### config.mk
export PLATFORM = sky130hd
export DESIGN_NAME = dctimer_chan
export DESIGN_NICKNAME = d
export VERILOG_FILES = /design/src/rtl/dctimer_pkg.sv /design/src/rtl/dctimer_dp.sv /design/src/rtl/dctimer_ctrl.sv /design/src/rtl/dctimer_chan.sv
export SDC_FILE = /design/constraint.sdc
export NUM_CORES = 1
export LEC_CHECK = 0
export BUFFER_PORTS_ARGS = -buffer_cell sky130_fd_sc_hd__buf_2
export CORE_MARGIN = 4
export CORE_UTILIZATION = 33
export CTS_CLUSTER_SIZE = 12
export DETAILED_ROUTE_END_ITERATION = 16
export GPL_TIMING_DRIVEN = 1
export PLACE_DENSITY = 0.6
export SYNTH_ARGS = -nofsm -noshare
export SYNTH_HDL_FRONTEND = slang
export SYNTH_HIERARCHICAL = 1
export SYNTH_SLANG_ARGS = --single-unit
### constraint.sdc
create_clock -name clk -period 5.55 [get_ports clk]
set_input_delay 0.2775 -clock clk [delete_from_list [all_inputs] [get_ports clk]]
set_output_delay 0.2775 -clock clk [all_outputs]
set_load 0.05 [all_outputs]
### src/rtl/dctimer_pkg.sv
package dctimer_pkg;
  // Register byte offsets within the channel
  localparam logic [3:0] OFF_START = 4'h0;
  localparam logic [3:0] OFF_COUNT = 4'h4;
  localparam logic [3:0] OFF_CTRL  = 4'h8;
  localparam logic [3:0] OFF_CLEAR = 4'hC;

  // Control bit positions
  localparam int BIT_EN   = 7;
  localparam int BIT_PER  = 6;
  localparam int BIT_FAST = 3;

  // Strobes from control to datapath
  typedef struct packed {
    logic startWr;
    logic tickEn;
    logic periodic;
  } dpStrobe_t;
endpackage

### src/rtl/dctimer_dp.sv
module dctimer_dp
  import dctimer_pkg::*;
#(
  parameter int WIDTH = 16
) (
  input  logic             clk,
  input  logic             rstN,
  input  dpStrobe_t        stb,
  input  logic [WIDTH-1:0] startData,
  output logic [WIDTH-1:0] countVal,
  output logic [WIDTH-1:0] startVal,
  output logic             underflow
);
  localparam logic [WIDTH-1:0] ALL_ONES = {WIDTH{1'b1}};

  logic [WIDTH-1:0] countQ;
  logic [WIDTH-1:0] startQ;
  logic             atZero;

  assign atZero    = (countQ == '0);
  assign underflow = stb.tickEn && !stb.startWr && atZero;

  always_ff @(posedge clk) begin
    if (!rstN) begin
      countQ <= '0;
      startQ <= '0;
    end else if (stb.startWr) begin
      startQ <= startData;
      countQ <= startData;
    end else if (stb.tickEn) begin
      if (atZero) countQ <= stb.periodic ? startQ : ALL_ONES;
      else        countQ <= countQ - 1'b1;
    end
  end

  assign countVal = countQ;
  assign startVal = startQ;


  hold_when_idle_chk: assert property (@(posedge clk) disable iff (!rstN)
    (!stb.tickEn && !stb.startWr) |=> $stable(countQ));

  step_down_chk: assert property (@(posedge clk) disable iff (!rstN)
    (stb.tickEn && !stb.startWr && countQ != '0) |=> (countQ == $past(countQ) - 1'b1));

  periodic_reload_chk: assert property (@(posedge clk) disable iff (!rstN)
    (stb.tickEn && !stb.startWr && countQ == '0 && stb.periodic) |=> (countQ == $past(startQ)));

  free_wrap_chk: assert property (@(posedge clk) disable iff (!rstN)
    (stb.tickEn && !stb.startWr && countQ == '0 && !stb.periodic) |=> (countQ == ALL_ONES));

  start_wins_chk: assert property (@(posedge clk) disable iff (!rstN)
    stb.startWr |=> (countQ == $past(startData) && startQ == $past(startData)));
endmodule

### src/rtl/dctimer_ctrl.sv
module dctimer_ctrl
  import dctimer_pkg::*;
#(
  parameter int WIDTH  = 16,
  parameter int ADDR_W = 4,
  parameter int DATA_W = 32
) (
  input  logic              clk,
  input  logic              rstN,
  input  logic [ADDR_W-1:0] busAddr,
  input  logic              busWrEn,
  input  logic [DATA_W-1:0] busWrData,
  input  logic              tickSlow,
  input  logic              tickFast,
  input  logic              underflow,
  input  logic [WIDTH-1:0]  countVal,
  input  logic [WIDTH-1:0]  startVal,
  output dpStrobe_t         stb,
  output logic [DATA_W-1:0] busRdData,
  output logic              irq
);
  logic enQ, perQ, fastQ, irqQ;
  logic ctrlWr, clearWr, tickSel;

  assign ctrlWr  = busWrEn && (busAddr == OFF_CTRL[ADDR_W-1:0]);
  assign clearWr = busWrEn && (busAddr == OFF_CLEAR[ADDR_W-1:0]);
  assign tickSel = fastQ ? tickFast : tickSlow;

  assign stb.startWr  = busWrEn && (busAddr == OFF_START[ADDR_W-1:0]);
  assign stb.tickEn   = enQ && tickSel;
  assign stb.periodic = perQ;

  always_ff @(posedge clk) begin
    if (!rstN) begin
      enQ   <= 1'b0;
      perQ  <= 1'b0;
      fastQ <= 1'b0;
    end else if (ctrlWr) begin
      enQ   <= busWrData[BIT_EN];
      perQ  <= busWrData[BIT_PER];
      fastQ <= busWrData[BIT_FAST];
    end
  end

  always_ff @(posedge clk) begin
    if (!rstN)          irqQ <= 1'b0;
    else if (underflow) irqQ <= 1'b1;
    else if (clearWr)   irqQ <= 1'b0;
  end
  assign irq = irqQ;

  always_comb begin
    busRdData = '0;
    unique case (busAddr)
      OFF_START[ADDR_W-1:0]: busRdData[WIDTH-1:0] = startVal;
      OFF_COUNT[ADDR_W-1:0]: busRdData[WIDTH-1:0] = countVal;
      OFF_CTRL[ADDR_W-1:0]: begin
        busRdData[BIT_EN]   = enQ;
        busRdData[BIT_PER]  = perQ;
        busRdData[BIT_FAST] = fastQ;
      end
      default: busRdData = '0;
    endcase
  end


  underflow_sets_irq_chk: assert property (@(posedge clk) disable iff (!rstN)
    underflow |=> irq);

  clear_drops_irq_chk: assert property (@(posedge clk) disable iff (!rstN)
    (clearWr && !underflow) |=> !irq);

  irq_sticky_chk: assert property (@(posedge clk) disable iff (!rstN)
    (irq && !clearWr) |=> irq);
endmodule

### src/rtl/dctimer_chan.sv
module dctimer_chan
  import dctimer_pkg::*;
#(
  parameter int WIDTH  = 16,
  parameter int ADDR_W = 4,
  parameter int DATA_W = 32
) (
  input  logic              clk,
  input  logic              rstN,
  input  logic [ADDR_W-1:0] busAddr,
  input  logic              busWrEn,
  input  logic [DATA_W-1:0] busWrData,
  output logic [DATA_W-1:0] busRdData,
  input  logic              tickSlow,
  input  logic              tickFast,
  output logic              irq
);
  dpStrobe_t        stb;
  logic [WIDTH-1:0] countVal, startVal;
  logic             underflow;

  dctimer_ctrl #(.WIDTH(WIDTH), .ADDR_W(ADDR_W), .DATA_W(DATA_W)) ctrl_i (
    .clk(clk), .rstN(rstN), .busAddr(busAddr), .busWrEn(busWrEn),
    .busWrData(busWrData), .tickSlow(tickSlow), .tickFast(tickFast),
    .underflow(underflow), .countVal(countVal), .startVal(startVal),
    .stb(stb), .busRdData(busRdData), .irq(irq)
  );

  dctimer_dp #(.WIDTH(WIDTH)) dp_i (
    .clk(clk), .rstN(rstN), .stb(stb), .startData(busWrData[WIDTH-1:0]),
    .countVal(countVal), .startVal(startVal), .underflow(underflow)
  );
endmodule

==> results.json, run 1 <==
{
  "run_status": "complete, no violations",
  "netlist-cell-type-count": 62,
  "cpPeakStageDelay_ps": 930,
  "power.density_nw_per_um2": 224.4,
  "place_congestion": 0.8604,
  "hold_violations": 0,
  "ios": 74,
  "grt_usage_pct": 15.53,
  "fmax_mhz": 302.6,
  "ir_drop_v": 0.0001135,
  "postRouteAntennaNets": 0,
  "worstMarginPinSlew_ps": 1194,
  "numCtsBuffers": 5,
  "maxSlewViolCount": 0,
  "cts.sinks": 36,
  "clk_latency_ps": 300,
  "via_per_inst": 5.582,
  "multi_input_area_um2": 1690,
  "grt_overflow_total": 0,
  "post_drt_wl_per_cell_um": 17.16,
  "tritoncts": "built",
  "synth_warnings": 6,
  "synthAdderAreaFrac_pct": 0.9501,
  "syn_avg_cell_area_um2": 8.721,
  "yosysTopAreaCellShare_pct": 27.36,
  "core-area_um2": 7727,
  "synth-edff-count": 0,
  "async_flop_share_pct": 0,
  "drv_cap": 0,
  "synth-xor-area-share_pct": 1.330,
  "start_util_pct": 34.08,
  "fin_crit_ps": 3305,
  "drcViolationCount": 0,
  "rows": 32,
  "ys_ff_latch": 36,
  "fin_util_pct": 37.06,
  "num_vias": 2389,
  "setup_viol": 0,
  "diodes": 0,
  "finalSetupTns_ps": 0,
  "clkSlewWorstSetupHoldPaths_ps": 70,
  "cts_buffer_depth": 2,
  "port_buffers": 41,
  "synth_most_common_cell": "dfxtp_1",
  "setup.worst_path.class": "in2reg",
  "register_area_um2": 720.7,
  "h-tree-depth": 2,
  "die_h_um": 97.34,
  "dieWidth_um": 97.34,
  "setup.worst_path.end_class": "flop",
  "dp_cells": 420,
  "fin_cells": 428,
  "drtIter0Drc": 148,
  "clock-root-buffer": "clkbuf_8",
  "relSlewSlack_pct": 20.10,
  "ys_seq_area_share_pct": 27.36,
  "grt_pass1_wl_mm": 12.21,
  "clock_skew_ps": 2.314,
  "synth_area_um2": 2634,
  "synth_compound_area_share_pct": 24.37,
  "power.total_mw": 0.6427,
  "p_leak_nw": 1.105,
  "post_cts_buffers": 0,
  "critPathLaunchType": "input pin",
  "netlist_instances": 302,
  "synthSimpleGateAreaFrac_pct": 26.89,
  "synthMuxAreaShare_pct": 8.361,
  "drt-total-wl_mm": 7.346,
  "crit_chain": "buf_2, nor4_4, and2_1, nor2_1, a221o_1, o31ai_1, a31oi_1",
  "antenna_found_initial": 0,
  "syn_to_final_growth_pct": 8.741,
  "dr.pass1.iters": 5,
  "dpl.hpwl_mm": 4.992,
  "synth_area_leaders": "dfxtp_1, mux2i_1, a22o_1",
  "place_ws_ps": 1966,
  "grt_max_degree": 44,
  "fin_crit_sh_pct": 59.55,
  "yosys-top-cells-count": "dfxtp_1, a22o_1, mux2i_1",
  "rsz0062_at_grt": "no",
  "worstPathMaxFanout": 23,
  "cp_slowest_cell": "and2_1",
  "worstHoldPathType": "in2reg",
  "nFillCells": 829,
  "grt_pass1_vias": 2348,
  "drive_above_1_share_pct": 19.33,
  "worstPathRequired_ps": 5730,
  "fin_ws_ps": 2245,
  "synth_top_family_by_area": "simple AND/OR/NAND/NOR gates",
  "fp.dieArea_um2": 9474,
  "critPathArrivalTime_ps": 3480,
  "cts_resized": 0,
  "synthFlopType": "dfxtp_1",
  "cts_hold_buf": 0,
  "nets": 368,
  "yosys.area.top_type": "dfxtp_1"
}
[area by class of cell]
cell class | count | area share [%]
multi-input cells | 235 | 59.02
inverters | 4 | 0.5242
repair buffers | 43 | 7.689
well taps | 102 | 4.456
clock buffers | 8 | 3.145
flip-flops and latches | 36 | 25.16
[stage by stage]
step	hold slack [ps]	area [um^2]
2_1_floorplan	377.7	2690
3_3_place_gp	462.8	2774
3_5_place_dp	479.1	2774
4_1_cts	183.0	2864
5_1_grt	195.7	2864
6_report	191.1	2864
[worst paths after layout]
| kind | from | end | slack (ps) | depth (start not counted) |
|---|---|---|---|---|
| worst min register to register | ctrl_i/enQ | ctrl_i/enQ | 480 | 2 |
| worst max-delay path | busAddr[1] | dp_i/countVal[4] | 2250 | 7 |
| worst min-delay path | busWrEn | ctrl_i/irq | 190 | 2 |
| worst max register to register | ctrl_i/fastQ | dp_i/countVal[11] | 2890 | 6 |
[sequential cells by signal, indices dropped and copies added (netlist names)]
name / count
ctrl_i/fastQ: 1
ctrl_i/enQ: 1
dp_i/startVal: 16
ctrl_i/perQ: 1
ctrl_i/irq: 1
dp_i/countVal: 16
[layer usage]
metal | global-route usage (%) | vias up | routed length [um]
li1 | - | 1156 | -
met1 | 21.22 | 1152 | 3514
met2 | 24.58 | 70 | 3402
met3 | 3.159 | 11 | 330
met4 | 4.899 | 0 | 99
met5 | 0 | - | 0
[worst max-delay path: cells and delay by family]
kind | cells | cell delay [ps]
AOI/OAI and AO/OA | 3 | 680
buffers and inverters | 1 | 150
and+or+nand+nor | 3 | 2360
[cells in the final DEF (no fill, tap or decap), types with 5 or more instances in the layout]
master | Yosys | layout
buf_2 | 4 | 41
dfxtp_1 | 36 | 36
a22o_1 | 23 | 23
mux2i_1 | 22 | 22
nor2b_1 | 19 | 19
nand2_1 | 19 | 19
conb_1 | 1 | 16
nor2_1 | 14 | 14
nor3_1 | 12 | 12
a31oi_1 | 8 | 8
or3_1 | 7 | 7
clkbuf_8 | 0 | 6
o21ai_0 | 6 | 6
o31ai_1 | 6 | 6
a2bb2oi_1 | 5 | 5
o211ai_1 | 5 | 5
nand3_1 | 5 | 5
[report_power, final]
part | total (mW) | switching (mW) | leakage (nW) | internal, mW
clock network | 0.199 | 0.0981 | 0.0455 | 0.101
registers | 0.279 | 0.0144 | 0.291 | 0.265
logic | 0.164 | 0.108 | 0.768 | 0.0561
total | 0.643 | 0.220 | 1.10 | 0.422
[logic make-up (layout without fill, tap and decap cells)]
group / Yosys count / count (layout)
xor+xnor: 4 / 4
fa+ha+maj: 2 / 2
other cells: 1 / 16
mux: 22 / 22
simple gates: 109 / 109
buf+inv: 46 / 55
flops: 36 / 36
compound gates: 82 / 82
(Power assumes the default switching activity.)
==> run 2, diff against run 1 <==
--- a/config.mk
+++ b/config.mk
@@ -11,7 +11,7 @@
 export CTS_CLUSTER_SIZE = 12
 export DETAILED_ROUTE_END_ITERATION = 16
 export GPL_TIMING_DRIVEN = 1
-export PLACE_DENSITY = 0.6
+export PLACE_DENSITY = 0.62
 export SYNTH_ARGS = -nofsm -noshare
 export SYNTH_HDL_FRONTEND = slang
 export SYNTH_HIERARCHICAL = 1
==> constraint.sdc (replaced) <==
create_clock -name clk -period 2.69 [get_ports clk]
set_input_delay 0.1345 -clock clk [delete_from_list [all_inputs] [get_ports clk]]
set_output_delay 0.1345 -clock clk [all_outputs]
set_load 0.05 [all_outputs]
==> run 2 against run 1 <==
Effect of this change: critical path type is now reg2reg; clock-buffer cell count stayed put; sequential share of layout area is 0.52 points lower; register-to-register slack worse by 2400 ps; first-iteration DRC count is 9.5% lower; setup slack worse by 1800 ps; via count is 1.1% higher; sequential power is 110% higher.
==> results.json, run 2 (synthesis gave the netlist of run 1 again) <==
{
  "fmax_mhz": 449.5,
  "syn_to_final_growth_pct": 11.02,
  "antenna_found_initial": 0,
  "dieWidth_um": 97.34,
  "num_vias": 2415,
  "nets": 376,
  "core-area_um2": 7727,
  "run_status": "complete, no violations",
  "worstPathRequired_ps": 2900,
  "diodes": 0,
  "fp.dieArea_um2": 9474,
  "tritoncts": "built",
  "cts.sinks": 36,
  "finalSetupTns_ps": 0,
  "clkSlewWorstSetupHoldPaths_ps": 70,
  "maxSlewViolCount": 0,
  "drt-total-wl_mm": 7.183,
  "setup.worst_path.end_class": "flop",
  "fin_crit_sh_pct": 82.70,
  "grt_pass1_vias": 2300,
  "worstHoldPathType": "in2reg",
  "dpl.hpwl_mm": 4.984,
  "final_cell_mix": "buf_2, dfxtp_1, a22o_1",
  "cts_resized": 0,
  "worstPathMaxFanout": 10,
  "ios": 74,
  "grt_max_degree": 44,
  "drtIter0Drc": 134,
  "setup_viol": 0,
  "power.density_nw_per_um2": 457.6,
  "start_util_pct": 34.08,
  "critPathArrivalTime_ps": 2430,
  "grt_usage_pct": 15.55,
  "place_congestion": 0.8645,
  "fin_util_pct": 37.84,
  "relSlewSlack_pct": 49.20,
  "setup.worst_path.class": "reg2reg",
  "fin_crit_ps": 2225,
  "fin_cells": 436,
  "cts_hold_buf": 0,
  "clk_latency_ps": 290,
  "postRouteAntennaNets": 0,
  "drive_above_1_share_pct": 21.26,
  "critPathLaunchType": "flop",
  "clock_skew_ps": 6.570,
  "cts_buffer_depth": 2,
  "mostFrequentLayoutCell": "buf_2",
  "clock-root-buffer": "clkbuf_8",
  "drcViolationCount": 0,
  "p_leak_nw": 1.144,
  "via_per_inst": 5.539,
  "dp_cells": 428,
  "post_drt_wl_per_cell_um": 16.47,
  "grt_overflow_total": 0,
  "drv_cap": 0,
  "dr.pass1.iters": 4,
  "rsz0062_at_grt": "no",
  "hold_ws_ps": 45.99,
  "port_buffers": 41,
  "ir_drop_v": 0.0002004,
  "grt_pass1_wl_mm": 12.14,
  "die_h_um": 97.34,
  "numCtsBuffers": 5,
  "worstMarginPinSlew_ps": 762.0,
  "h-tree-depth": 2,
  "rows": 32,
  "post_cts_buffers": 0,
  "hold_violations": 0
}
-- run 2: cell count changes in the layout (fill, tap and decap cells not counted) --
cell,change
buf_4,+8
-- run 2: path summary, 6_finish.rpt --
path                start           endpoint  slack (ps)  cells past startpoint
max reg2reg  ctrl_i/fastQ  dp_i/countVal[12]         470                      7
max          ctrl_i/fastQ  dp_i/countVal[12]         470                      7
min reg2reg    ctrl_i/enQ         ctrl_i/enQ         470                      2
min               busWrEn         ctrl_i/irq          50                      2
-- run 2: cell type report --
class,instances,area (um^2)
Sequential cell,36,720.7
Tap cell,102,127.6
Timing Repair Buffer,51,280.3
Inverter,4,15.01
Fill cell,817,4803
Multi-Input combinational cell,235,1690
Clock buffer,8,90.09
-- run 2: power by group --
group	switching (mW)	total [mW]	internal, mW	leakage, nW
logic	0.227	0.355	0.128	0.808
clock network	0.198	0.407	0.209	0.0455
registers	0.0291	0.576	0.547	0.291
total	0.454	1.34	0.884	1.14
-- run 2: layer usage --
layer  wire length [um]  part of all wire (%)  vias up  global-route usage, %
li1                   -                     -     1170                      -
met1               3512                    49     1178                  21.82
met4                106                   1.5        0                  4.792
met5                  0                     0        -                      0
met2               3243                    45       59                  24.15
met3                321                   4.5        8                  2.943
-- run 2: worst max-delay path, cell delays in order (launching register included) --
cell     delay (ps)
dfxtp_1         380
mux2i_1          90
nor2b_1         120
buf_4           180
nor2b_1         500
nand2_1         340
a41o_1          320
o31ai_1         210
-- run 2: stage by stage --
step / instance area, um^2 / total power [mW] / worst slack, ps
floorplan: 2690 / 0.8623 / 780.2
global placement: 2834 / 0.9360 / 523.3
detailed placement: 2834 / 0.9373 / 458.7
CTS: 2924 / 1.350 / 436.0
global route: 2924 / 1.412 / 148.8
finish: 2924 / 1.338 / 465.5
==> run 3, diff against run 2 <==
==> constraint.sdc (replaced) <==
create_clock -name clk -period 1.9 [get_ports clk]
set_input_delay 0.095 -clock clk [delete_from_list [all_inputs] [get_ports clk]]
set_output_delay 0.095 -clock clk [all_outputs]
set_load 0.05 [all_outputs]
==> run 3 against run 2 <==
Effect of this change: setup slack worse by 360 ps; clock-buffer cell count is 1 lower; cell count is 4.6% higher; combinational power is 64% higher; clock power is 48% higher.
==> results.json, run 3 (synthesis gave the netlist of run 1 again) <==
{
  "dr.pass1.iters": 4,
  "place_congestion": 0.8779,
  "fin_util_pct": 40.27,
  "cts.sinks": 36,
  "grt_max_degree": 24,
  "worstReg2RegEnd": "dp_i/countVal[6]",
  "crit_path_start": "dp_i/countVal[2]",
  "ios": 74,
  "ir_drop_v": 0.0003762,
  "cts_buffer_depth": 2,
  "p_leak_nw": 1.273,
  "numCtsBuffers": 5,
  "fin_crit_ps": 1793,
  "worstHoldStart": "busWrEn",
  "grt_overflow_total": 0,
  "syn_to_final_growth_pct": 18.15,
  "placed_area_um2": 2995,
  "drive_above_1_share_pct": 27.12,
  "via_per_inst": 5.482,
  "place_ws_ps": 72.66,
  "drv_cap": 0,
  "critPathArrivalTime_ps": 1980,
  "tritoncts": "built",
  "holdPathEnd": "ctrl_i/irq",
  "post_drt_wl_per_cell_um": 16.88,
  "holdPathStages": 2,
  "power.density_nw_per_um2": 636.9,
  "critPathLaunchType": "flop",
  "nets": 397,
  "rows": 32,
  "worstPathRequired_ps": 2080,
  "grt_pass1_vias": 2461,
  "fin_ws_ps": 107.3,
  "clock_skew_ps": 3.760,
  "drt-total-wl_mm": 7.697,
  "drtIter0Drc": 155,
  "nFillCells": 793,
  "maxSlewViolCount": 0,
  "final_area_um2": 3112,
  "postRouteAntennaNets": 0,
  "worstPathMaxFanout": 7,
  "worstHoldPathType": "in2reg",
  "grt_usage_pct": 16.03,
  "clkSlewWorstSetupHoldPaths_ps": 70,
  "start_util_pct": 34.08,
  "clk_latency_ps": 290,
  "core-area_um2": 7727,
  "r2r-start": "dp_i/countVal[2]",
  "die_h_um": 97.34,
  "fin_crit_sh_pct": 94.35,
  "num_vias": 2500,
  "grt_pass1_wl_mm": 12.52,
  "clock-root-buffer": "clkbuf_8",
  "run_status": "complete, no violations",
  "setup.worst_path.class": "reg2reg",
  "fmax_mhz": 557.8,
  "h-tree-depth": 2,
  "hold_violations": 0,
  "r2r_cells": 4,
  "finalSetupTns_ps": 0,
  "port_buffers": 41,
  "drcViolationCount": 0,
  "antenna_found_initial": 0,
  "diodes": 0,
  "setup.worst_path.end_class": "flop",
  "final_cell_mix": "buf_2, dfxtp_1, buf_4",
  "r2r_setup_slack_ps": 110,
  "fp.dieArea_um2": 9474,
  "dpl.hpwl_mm": 5.623,
  "mostFrequentLayoutCell": "buf_2",
  "dieWidth_um": 97.34,
  "setup_viol": 0
}
==> run 3: through the flow <==
stage	instances	hold slack, ps	power [mW]
after floorplan	317	195.2	1.226
after global placement	449	326.0	1.372
after detailed placement	449	325.6	1.377
after CTS	456	16.94	1.982
after global routing	456	26.82	2.070
final	456	21.83	1.982
==> run 3: layout make-up <==
type / count / area, um^2 / share of cell area (%)
flip-flops and latches: 36 / 720.7 / 23.16
repair buffers: 72 / 441.7 / 14.19
inverters: 4 / 15.01 / 0.4825
multi-input cells: 235 / 1710 / 54.97
clock buffers: 7 / 96.34 / 3.096
well taps: 102 / 127.6 / 4.101
==> run 3: worst max-delay path by stage <==
stage,to,slack [ps]
CTS,dp_i/countVal[11],40
global placement,dp_i/countVal[7],110
floorplan,dp_i/countVal[13],20
global route,dp_i/countVal[11],-20
detailed placement,dp_i/countVal[11],70
finish,dp_i/countVal[6],110
==> run 3: worst max-delay path, cell delays in order (launching register included) <==
cell and delay [ps]:
dfxtp_1 380, nor4_4 340, nand4b_2 290, or3_1 420, a32o_1 260
==> run 3: report_power, final <==
group	total, mW	switching, mW	internal [mW]
Combinational	0.583	0.358	0.225
Clock	0.601	0.277	0.323
Sequential	0.799	0.0248	0.774
==> run 3: routing by layer <==
| metal | GRT usage [%] | vias up | share of wire [%] |
|---|---|---|---|
| met5 | 0 | - | 0 |
| met4 | 5.005 | 0 | 0.55 |
| met3 | 2.513 | 5 | 6.0 |
| met2 | 25.21 | 80 | 48 |
| met1 | 22.49 | 1204 | 45 |
| li1 | - | 1211 | - |
==> run 3: timing repair <==
action	CTS	global route
setup buffers	0	0
setup endpoints to repair	0	7
hold buffers	0	0
resized for setup	0	5
